`src/rtl/hitDisplayPkg.sv`:
```
package hitDisplayPkg;

  localparam int SEG_W = 8;
  localparam int DIGIT_W = 4;

  typedef enum logic [1:0] {
    X_IDLE,
    X_SETUP,
    X_CLKHI,
    X_STORE
  } xferState_t;

  typedef enum logic [2:0] {
    P_BOOT,
    P_SHOW,
    P_OFF1,
    P_ON1,
    P_OFF2,
    P_RUN
  } phase_t;

  // strobes from control to datapath, each valid for one clock
  typedef struct packed {
    logic loadBoot;
    logic loadHit;
    logic shift;
  } pathCmd_t;

  // segment byte, MSB always 0, low 7 bits in register order
  function automatic logic [SEG_W-1:0] segByte(input logic [DIGIT_W-1:0] digit);
    logic [SEG_W-1:0] s;
    case (digit)
      4'd0: s = 8'h7B;
      4'd1: s = 8'h60;
      4'd2: s = 8'h37;
      4'd3: s = 8'h76;
      4'd4: s = 8'h6C;
      4'd5: s = 8'h5E;
      4'd6: s = 8'h5F;
      4'd7: s = 8'h70;
      4'd8: s = 8'h7F;
      4'd9: s = 8'h7E;
      default: s = 8'h00;
    endcase
    return s;
  endfunction

endpackage

```
`src/rtl/hitDisplayPath.sv`:
```
module hitDisplayPath
  import hitDisplayPkg::*;
#(
  parameter int SENSE_W = 8,
  parameter int FIRST_SENSOR = 2
) (
  input  logic               clk,
  input  logic               rstN,
  input  pathCmd_t           cmd,
  input  logic [SENSE_W-1:0] sensorWord,
  output logic               hitValid,
  output logic               dataLeft,
  output logic               dataRight
);

  localparam logic [SENSE_W-1:0] SENSE_MASK = ~SENSE_W'((1 << FIRST_SENSOR) - 1);

  logic [SENSE_W-1:0] masked;
  logic [DIGIT_W-1:0] hitDigit;
  logic [SEG_W-1:0]   leftSr, rightSr;

  assign masked   = sensorWord & SENSE_MASK;
  assign hitValid = |masked;

  // lowest active sensor wins: scan downward so the last match is lowest
  always_comb begin
    hitDigit = '0;
    for (int i = SENSE_W - 1; i >= FIRST_SENSOR; i--) begin
      if (masked[i]) hitDigit = DIGIT_W'(i - FIRST_SENSOR + 1);
    end
  end

  always_ff @(posedge clk or negedge rstN) begin
    if (!rstN) begin
      leftSr  <= '0;
      rightSr <= '0;
    end else if (cmd.loadBoot) begin
      leftSr  <= segByte('0);
      rightSr <= segByte('0);
    end else if (cmd.loadHit) begin
      leftSr  <= segByte('0);
      rightSr <= segByte(hitDigit);
    end else if (cmd.shift) begin
      leftSr  <= {leftSr[SEG_W-2:0], 1'b0};
      rightSr <= {rightSr[SEG_W-2:0], 1'b0};
    end
  end

  assign dataLeft  = leftSr[SEG_W-1];
  assign dataRight = rightSr[SEG_W-1];

endmodule

```
`src/rtl/hitDisplayCtrl.sv`:
```
module hitDisplayCtrl
  import hitDisplayPkg::*;
#(
  parameter int TICK_DIV = 4,
  parameter int BLINK_TICKS = 8,
  parameter int SHOW_PERIODS = 4
) (
  input  logic     clk,
  input  logic     rstN,
  input  logic     hitValid,
  output pathCmd_t cmd,
  output logic     shiftClk,
  output logic     storeClk,
  output logic     outEnN
);

  localparam int PW = (TICK_DIV > 1) ? $clog2(TICK_DIV) : 1;
  localparam logic [PW-1:0] PRE_MAX = PW'(TICK_DIV - 1);
  localparam int SHOW_LEN = SHOW_PERIODS * BLINK_TICKS;
  localparam int CW = $clog2(SHOW_LEN + 1);
  localparam int BW = $clog2(SEG_W);
  localparam logic [BW-1:0] LAST_BIT = BW'(SEG_W - 1);

  logic [PW-1:0] preCnt;
  logic          tick;
  xferState_t    xfer;
  phase_t        phase;
  logic [BW-1:0] bitCnt;
  logic [CW-1:0] periodCnt, periodLimit;
  logic          timedPhase;

  generate
    if (TICK_DIV > 1) begin : g_pre
      always_ff @(posedge clk or negedge rstN) begin
        if (!rstN) preCnt <= '0;
        else if (preCnt == PRE_MAX) preCnt <= '0;
        else preCnt <= preCnt + 1'b1;
      end
      assign tick = (preCnt == PRE_MAX);
    end else begin : g_nopre
      assign preCnt = '0;
      assign tick = 1'b1;
    end
  endgenerate

  assign timedPhase  = (phase == P_SHOW) || (phase == P_OFF1) ||
                       (phase == P_ON1)  || (phase == P_OFF2);
  assign periodLimit = (phase == P_SHOW) ? CW'(SHOW_LEN) : CW'(BLINK_TICKS);

  always_ff @(posedge clk or negedge rstN) begin
    if (!rstN) begin
      xfer      <= X_IDLE;
      phase     <= P_BOOT;
      bitCnt    <= '0;
      periodCnt <= '0;
    end else if (tick) begin
      case (xfer)
        X_IDLE: begin
          bitCnt <= '0;
          if (phase == P_BOOT || (phase == P_RUN && hitValid)) xfer <= X_SETUP;
        end
        X_SETUP: xfer <= X_CLKHI;
        X_CLKHI: begin
          if (bitCnt == LAST_BIT) xfer <= X_STORE;
          else begin
            xfer   <= X_SETUP;
            bitCnt <= bitCnt + 1'b1;
          end
        end
        X_STORE: xfer <= X_IDLE;
        default: xfer <= X_IDLE;
      endcase

      if (xfer == X_STORE && phase == P_BOOT) begin
        phase     <= P_SHOW;
        periodCnt <= '0;
      end else if (timedPhase) begin
        if (periodCnt == periodLimit - 1'b1) begin
          periodCnt <= '0;
          case (phase)
            P_SHOW:  phase <= P_OFF1;
            P_OFF1:  phase <= P_ON1;
            P_ON1:   phase <= P_OFF2;
            default: phase <= P_RUN;
          endcase
        end else begin
          periodCnt <= periodCnt + 1'b1;
        end
      end
    end
  end

  always_comb begin
    cmd          = '0;
    cmd.loadBoot = tick && xfer == X_IDLE && phase == P_BOOT;
    cmd.loadHit  = tick && xfer == X_IDLE && phase == P_RUN && hitValid;
    cmd.shift    = tick && xfer == X_CLKHI;
  end

  assign shiftClk = (xfer == X_CLKHI);
  assign storeClk = (xfer == X_STORE);
  assign outEnN   = (phase == P_OFF1) || (phase == P_OFF2);

endmodule

```
`src/rtl/hitDisplayTop.sv`:
```
module hitDisplayTop
  import hitDisplayPkg::*;
#(
  parameter int TICK_DIV = 4,
  parameter int BLINK_TICKS = 8
) (
  input  logic       clk,
  input  logic       rstN,
  input  logic [7:0] sensorWord,
  output logic       dataLeft,
  output logic       dataRight,
  output logic       shiftClk,
  output logic       storeClk,
  output logic       outEnN
);

  pathCmd_t cmd;
  logic     hitValid;

  hitDisplayCtrl #(
    .TICK_DIV(TICK_DIV),
    .BLINK_TICKS(BLINK_TICKS),
    .SHOW_PERIODS(4)
  ) ctrl_i (
    .clk(clk),
    .rstN(rstN),
    .hitValid(hitValid),
    .cmd(cmd),
    .shiftClk(shiftClk),
    .storeClk(storeClk),
    .outEnN(outEnN)
  );

  hitDisplayPath #(
    .SENSE_W(8),
    .FIRST_SENSOR(2)
  ) path_i (
    .clk(clk),
    .rstN(rstN),
    .cmd(cmd),
    .sensorWord(sensorWord),
    .hitValid(hitValid),
    .dataLeft(dataLeft),
    .dataRight(dataRight)
  );

endmodule

```
`config.mk`:
```
export PLATFORM = sky130hd
export DESIGN_NAME = hitDisplayTop
export DESIGN_NICKNAME = d
export VERILOG_FILES = /design/src/rtl/hitDisplayPkg.sv /design/src/rtl/hitDisplayPath.sv /design/src/rtl/hitDisplayCtrl.sv /design/src/rtl/hitDisplayTop.sv
export SDC_FILE = /design/constraint.sdc
export NUM_CORES = 1
export LEC_CHECK = 0
export ABC_AREA = 1
export BUFFER_PORTS_ARGS = -buffer_cell sky130_fd_sc_hd__buf_2
export CORE_UTILIZATION = 53
export DETAILED_ROUTE_END_ITERATION = 8
export MAX_ROUTING_LAYER = met4
export PLACE_DENSITY = 0.87
export SYNTH_ARGS = -nofsm -noshare
export SYNTH_HDL_FRONTEND = slang
export SYNTH_SLANG_ARGS = --single-unit
```
`constraint.sdc`:
```
create_clock -name clk -period 1.3 [get_ports clk]
set_input_delay 0.065 -clock clk [delete_from_list [all_inputs] [get_ports clk]]
set_output_delay 0.065 -clock clk [all_outputs]
set_load 0.02 [all_outputs]
```
==> After elaboration in Yosys (flattened, before gate mapping) <==
Memories as Yosys holds them, arrays and structs flattened.
Index checks and enable logic that the tools add are counted.
{ "word_totals": {"register_bits": 32, "latch_bits": 0, "ramBits": 0, "rom_bits": 112, "output_inout_bits": 5, "word_cells": 74, "memories": 1} }
{ "op_classes": {"add_sub_neg": 4, "multipliers": 0, "div": 0, "magnitude_cmp": 0, "eq_ne": 13, "n_shift": 0, "muxes": 26, "bitwise_logic": 0, "reduce_logical": 23} }
{ "mem_list": {"columns": ["memory", "words", "word_bits", "read_ports", "rd_clocked_by_memory_dff", "write_ports", "line_no", "text"], "rows": [
  ["(no name shown)", 16, 7, 1, 0, 0, "hitDisplayPkg.sv:32", "case (digit)"]
]} }
{ "op_table": {"columns": ["operator", "count"], "rows": [
  ["$mux W8", 6],
  ["$mux W6", 4],
  ["$mux W4", 5],
  ["$mux W3", 5],
  ["$eq A3 B3 Y1 const B", 3],
  ["$pmux W3 S3", 1],
  ["$pmux W2 S4", 1],
  ["$logic_and A1 B1 Y1", 7],
  ["$add A6 B1 Y6 const B", 1],
  ["$eq A2 B2 Y1 const B", 3],
  ["$eq A3 B2 Y1 const B", 2],
  ["$eq A6 B6 Y1", 1],
  ["$mux W2", 3],
  ["$pmux W3 S2", 1],
  ["$reduce_and A3 Y1", 2],
  ["$reduce_bool A2 Y1", 3],
  ["$reduce_or A6 Y1", 1],
  ["$sub A6 B1 Y6 const B", 1],
  ["$logic_or A1 B1 Y1", 5],
  ["$reduce_and A2 Y1", 2],
  ["$add A3 B1 Y3 const B", 1],
  ["$eq A3 B1 Y1 const B", 1],
  ["$logic_not A3 Y1", 1],
  ["$reduce_bool A3 Y1", 1],
  ["other kinds (5)", 5]
]} }

==> Logic depth before layout (Yosys ltp) <==
An unclocked memory read counts as a cell.
{ "logic_depth": {"depth_word": 9, "ltp_mapped": 11, "depth_no_buf": 11} }

==> Cells and area by module <==
A second synthesis with hierarchy kept.
{ "hier_totals": {"cells_unflattened": 249, "hier_area_um2": 1916.8} }
{ "by_module_without_submodules": {"columns": ["module", "instances", "cells_each", "area_each_um2", "seq_area_each_um2"], "rows": [
  ["hitDisplayPath", 1, 123, 967.2, 400.4],
  ["hitDisplayCtrl", 1, 126, 949.7, 400.4]
]} }

==> Worst setup path after synthesis <==
No wires, ideal clock.
{ "synth_path": {"kind": "flip-flop to flip-flop", "start": "reg ctrl_i.preCnt[0]", "end": "reg path_i.rightSr[6]", "setup_ps": 123, "arrival_ps": 1231, "required_time_ps": 1177, "setup_slack_ps": -54, "path_stages_with_launch": 8, "n_path_buf": 2, "synth_period_minus_slack_ps": 1354, "path_cell_list": "dfrtp_1 > ha_1 > buf_6 > nand2_1 > buf_4 > nor2_1 > o21ai_0 > nand2_1"} }
{ "synth_via": {"elab_chain_cells": 6} }
{ "synth_rtl": {"columns": ["element", "line_no", "text"], "rows": [
  ["start, declared", "hitDisplayCtrl.sv:24", "logic [PW-1:0] preCnt;"],
  ["start signal, assigned", "hitDisplayCtrl.sv:37", "else preCnt <= preCnt + 1'b1;"],
  ["$eq A2 B2 Y1 *", "hitDisplayCtrl.sv:39", "assign tick = (preCnt == PRE_MAX);"],
  ["$logic_and A1 B1 Y1", "hitDisplayCtrl.sv:95, hitDisplayCtrl.sv:96", null],
  ["$logic_and A1 B1 Y1 (2 in series)", "hitDisplayCtrl.sv:96", "cmd.loadHit = tick && xfer == X_IDLE && phase == P_RUN && hitValid;"],
  ["$mux W8", "hitDisplayPath.sv:40", "end else if (cmd.loadHit) begin"],
  ["$mux W8", "hitDisplayPath.sv:37", "end else if (cmd.loadBoot) begin"],
  ["end signal, assigned", "hitDisplayPath.sv:39", "rightSr <= segByte('0);"],
  ["end signal, assigned", "hitDisplayPath.sv:42", "rightSr <= segByte(hitDigit);"],
  ["end signal, assigned", "hitDisplayPath.sv:45", "rightSr <= {rightSr[SEG_W-2:0], 1'b0};"],
  ["end, declared", "hitDisplayPath.sv:20", "logic [SEG_W-1:0] leftSr, rightSr;"]
]} }
Every way passes the cells marked *; elsewhere a longest branch is shown, timed or not.
A chain may end at the register's enable or synchronous reset.

==> Final worst setup path <==
{ "layout_path": {"start": "reg ctrl_i.xfer[1]", "end": "reg path_i.rightSr[4]"} }
{ "layout_via": {"elab_chain_cells": 6} }
{ "layout_rtl": {"columns": ["element", "line_no", "text"], "rows": [
  ["start, declared", "hitDisplayCtrl.sv:26", "xferState_t xfer;"],
  ["start signal, assigned", "hitDisplayCtrl.sv:52", "xfer <= X_IDLE;"],
  ["start signal, assigned", "hitDisplayCtrl.sv:60", "if (phase == P_BOOT || (phase == P_RUN && hitValid)) xfer <= X_SETUP;"],
  ["start signal, assigned", "hitDisplayCtrl.sv:62", "X_SETUP: xfer <= X_CLKHI;"],
  ["$logic_not A2 Y1", "hitDisplayCtrl.sv:95, hitDisplayCtrl.sv:96", null],
  ["$logic_and A1 B1 Y1", "hitDisplayCtrl.sv:95, hitDisplayCtrl.sv:96", null],
  ["$logic_and A1 B1 Y1 (2 in series)", "hitDisplayCtrl.sv:96", null],
  ["$mux W8", "hitDisplayPath.sv:40", null],
  ["$mux W8", "hitDisplayPath.sv:37", null]
]} }
Several ways; a longest one is shown, not always the timed one.

==> flow_summary.ini <==
[placed_design]
gp_congestion = 0.910
port_buffers = 12
dp.cells = 323
dp_hpwl_mm = 2.79

[global_route]
grt_overflow = 0
grt_max_degree = 33
grtUsageTotal_pct = 31.1
antenna_found_initial = 0
grt_pass1_vias = 1802
grt_pass1_wl_mm = 8.09

[route]
routedWlPerCell_um = 16.7
drt-initial-drc-count = 150
ant_nets = 0
drc = 0
via_per_inst = 5.78
vias = 2036
firstDrtPassIters = 5
wirelength_mm = 5.88

[yosys]
syn_area_sq_um = 1880
synth_ff_type = dfrtp_1
synth_cells = 246
synth_top_cell_by_area = dfrtp_1
ys_ff_latch = 32
netlist_top_cells_count = nand2_1, dfrtp_1, inv_1, nor2_1, nand3_1
synthArstFlopShare_pct = 100
postSynthAreaPerCell_sq_um = 7.65
synth_seq_area_share_pct = 42.5
synth_edf_count = 0
ys_warn_count = 0
synth.most_common_cell = nand2_1
synthTopCellsByArea = dfrtp_1, nand2_1, inv_1, nor2_1, nand3_1
synth_top_cell_area_share_pct = 42.5
syn_nets = 264
synth_cell_type_count = 31

[worst_setup_path]
reg2reg_from = ctrl_i.xfer[1]
slowest_stage = dfrtp_1
arrival_ns = 1.78
slowest_delay_ns = 0.44
crit_chain = inv_2 > nand2_2 > nor2_4 > nand2_2 > nor2_4 > nand3_1 > nand3_1 > nand2_1
cp_max_fo = 6
critPathLaunchType = flop
crit_required_ns = 1.57
worstSetupPathType = flop to flop
endpoint_kind = flop
critPathLaunch = ctrl_i.xfer[1]

[die]
die_w_um = 61.6
start_util_pct = 56.0
num_rows = 21
die_h_um = 61.6
io_pins = 15
die-area_sq_um = 3800
core_sq_um = 3360

[sta]
fin_ws_ns = -0.211
period_share_pct = 116
max_slew_margin_pct = 72.1
skew_ns = 0.0159
final-hold-violation-count = 0
hold_slack_ns = 0.0457
min_period_ns = 1.51
setup_viol = 32
grt_setup_unrepaired = yes
maxSlewViolCount = 0
tightest_slew_ns = 0.419
max_freq_ghz = 0.662

[power]
p_leak_nw = 1.36
power_density_nw_per_um2 = 673
ir_worst_vdd_mv = 0.503

[clocking]
tritoncts = built
clk-insertion-delay-late_ns = 0.38
clock_sinks = 32
cts_buffers = 5
clock_tree.buffer_depth = 2
clockRootBuffer = clkbuf_4
h-tree-depth = 2
path_clk_slew_ns = 0.12

[status]
status = finished with violations
failed_checks = negative setup slack

[worst_hold_path]
min_from = sensorWord[2]
min_path_type = input pin to flop

[cells_and_area]
stdcell_count = 352
n_antenna_cell = 0
nNetsFinal = 323
area_delta_synth_final_pct = 38.9
drive_gt1_share_pct = 39.5

[run]
cap_violations = 0
-- state kept, by name, indices dropped and copies added, names as in the netlist --
register and cells:
path_i.rightSr 8, path_i.leftSr 8, ctrl_i.bitCnt 3, ctrl_i.periodCnt 6, ctrl_i.phase 3, ctrl_i.xfer 2, ctrl_i.preCnt 2
-- area by class of cell --
class | count | area (sq um)
Sequential cell | 32 | 805
Timing Repair Buffer | 53 | 435
Fill cell | 210 | 748
Multi-Input combinational cell | 176 | 1100
Tap cell | 46 | 57.6
Clock buffer | 6 | 51.3
Inverter | 36 | 148
Timing Repair inverter | 1 | 6.26
Clock inverter | 2 | 10.0
-- repair_timing --
item	in CTS	in global routing
buffers inserted	11	7
endpoints found under the hold margin	32	0
gates resized for setup	42	34
gates cloned	2	0
pin swaps	22	4
setup endpoints to repair	27	33
hold buffers	1	0
-- per-stage QoR --
stage          TNS [ns]  worst slack [ns]  instance area [sq um]  total power (W)  util (%)
3_5_place_dp      -1.08            -0.123                   2140          0.00112      63.6
6_report          -3.14            -0.211                   2620          0.00176      77.8
5_1_grt           -5.11            -0.268                   2620          0.00182      77.8
4_1_cts          -0.482           -0.0480                   2440          0.00174      72.5
2_1_floorplan         0            0.0131                   1890          0.00107         -
3_3_place_gp     -0.554           -0.0855                   2140          0.00112      63.6
-- placed cells by master, fill, tap and decap left out, types with 2 or more instances in the layout --
cell type and count:
a21oi_1 4, a21oi_2 2, a22o_1 2, buf_2 9
buf_4 30, buf_6 12, clkbuf_4 5, clkinv_2 2
dfrtp_1 29, dfrtp_2 3, ha_1 5, ha_2 2
inv_1 26, inv_2 7, inv_4 2, inv_6 2
nand2_1 57, nand2_2 11, nand2_4 6, nand3_1 17
nand3_2 6, nand3_4 3, nand3b_1 2, nand4_1 4
nor2_1 24, nor2_2 4, nor2_4 5, o21ai_0 3
o21ai_1 6, o21ai_2 3
-- worst max-delay path, delay by kind of cell (launching register included) --
family,cells,cell delay (ns)
flops,1,0.44
simple gates,7,0.83
buf+inv,1,0.15
-- cells by family (layout without fill, tap and decap cells) --
family          count (synthesis)  in the layout  share of synthesized area (%)
compound gates                 25             25                           8.17
simple gates                  141            142                           34.4
buf+inv                        39             98                           9.17
flops                          32             32                           42.5
xor+xnor                        1              1                          0.465
fa+ha+maj                       8              8                           5.32
-- layer usage --
metal / vias to the layer above / part of all wire [%] / GRT usage, %
met1: 954 / 39 / 36.9
met2: 140 / 46 / 48.5
met5: - / 0 / -
li1: 904 / - / -
met3: 38 / 8.7 / 8.19
met4: 0 / 5.5 / 15.6
-- worst paths after layout --
check                               endpoint  slack [ns]  cells past startpoint
hold reg to reg            path_i.rightSr[7]        0.48                      2
max in group asynchronous    ctrl_i.phase[0]        0.73                      3
min in group asynchronous   path_i.leftSr[6]        0.23                      3
setup / recovery           path_i.rightSr[4]       -0.21                      8
setup reg to reg           path_i.rightSr[4]       -0.21                      8
hold / removal             path_i.rightSr[2]        0.05                      4
-- report_power, final --
| part | total, W | switching [W] | internal, W |
|---|---|---|---|
| combinational | 0.000111 | 0.0000711 | 0.0000402 |
| sequential | 0.00100 | 0.00000147 | 0.000998 |
| clock | 0.000648 | 0.000392 | 0.000257 |
No activity file was read; power rests on OpenSTA's default activity.
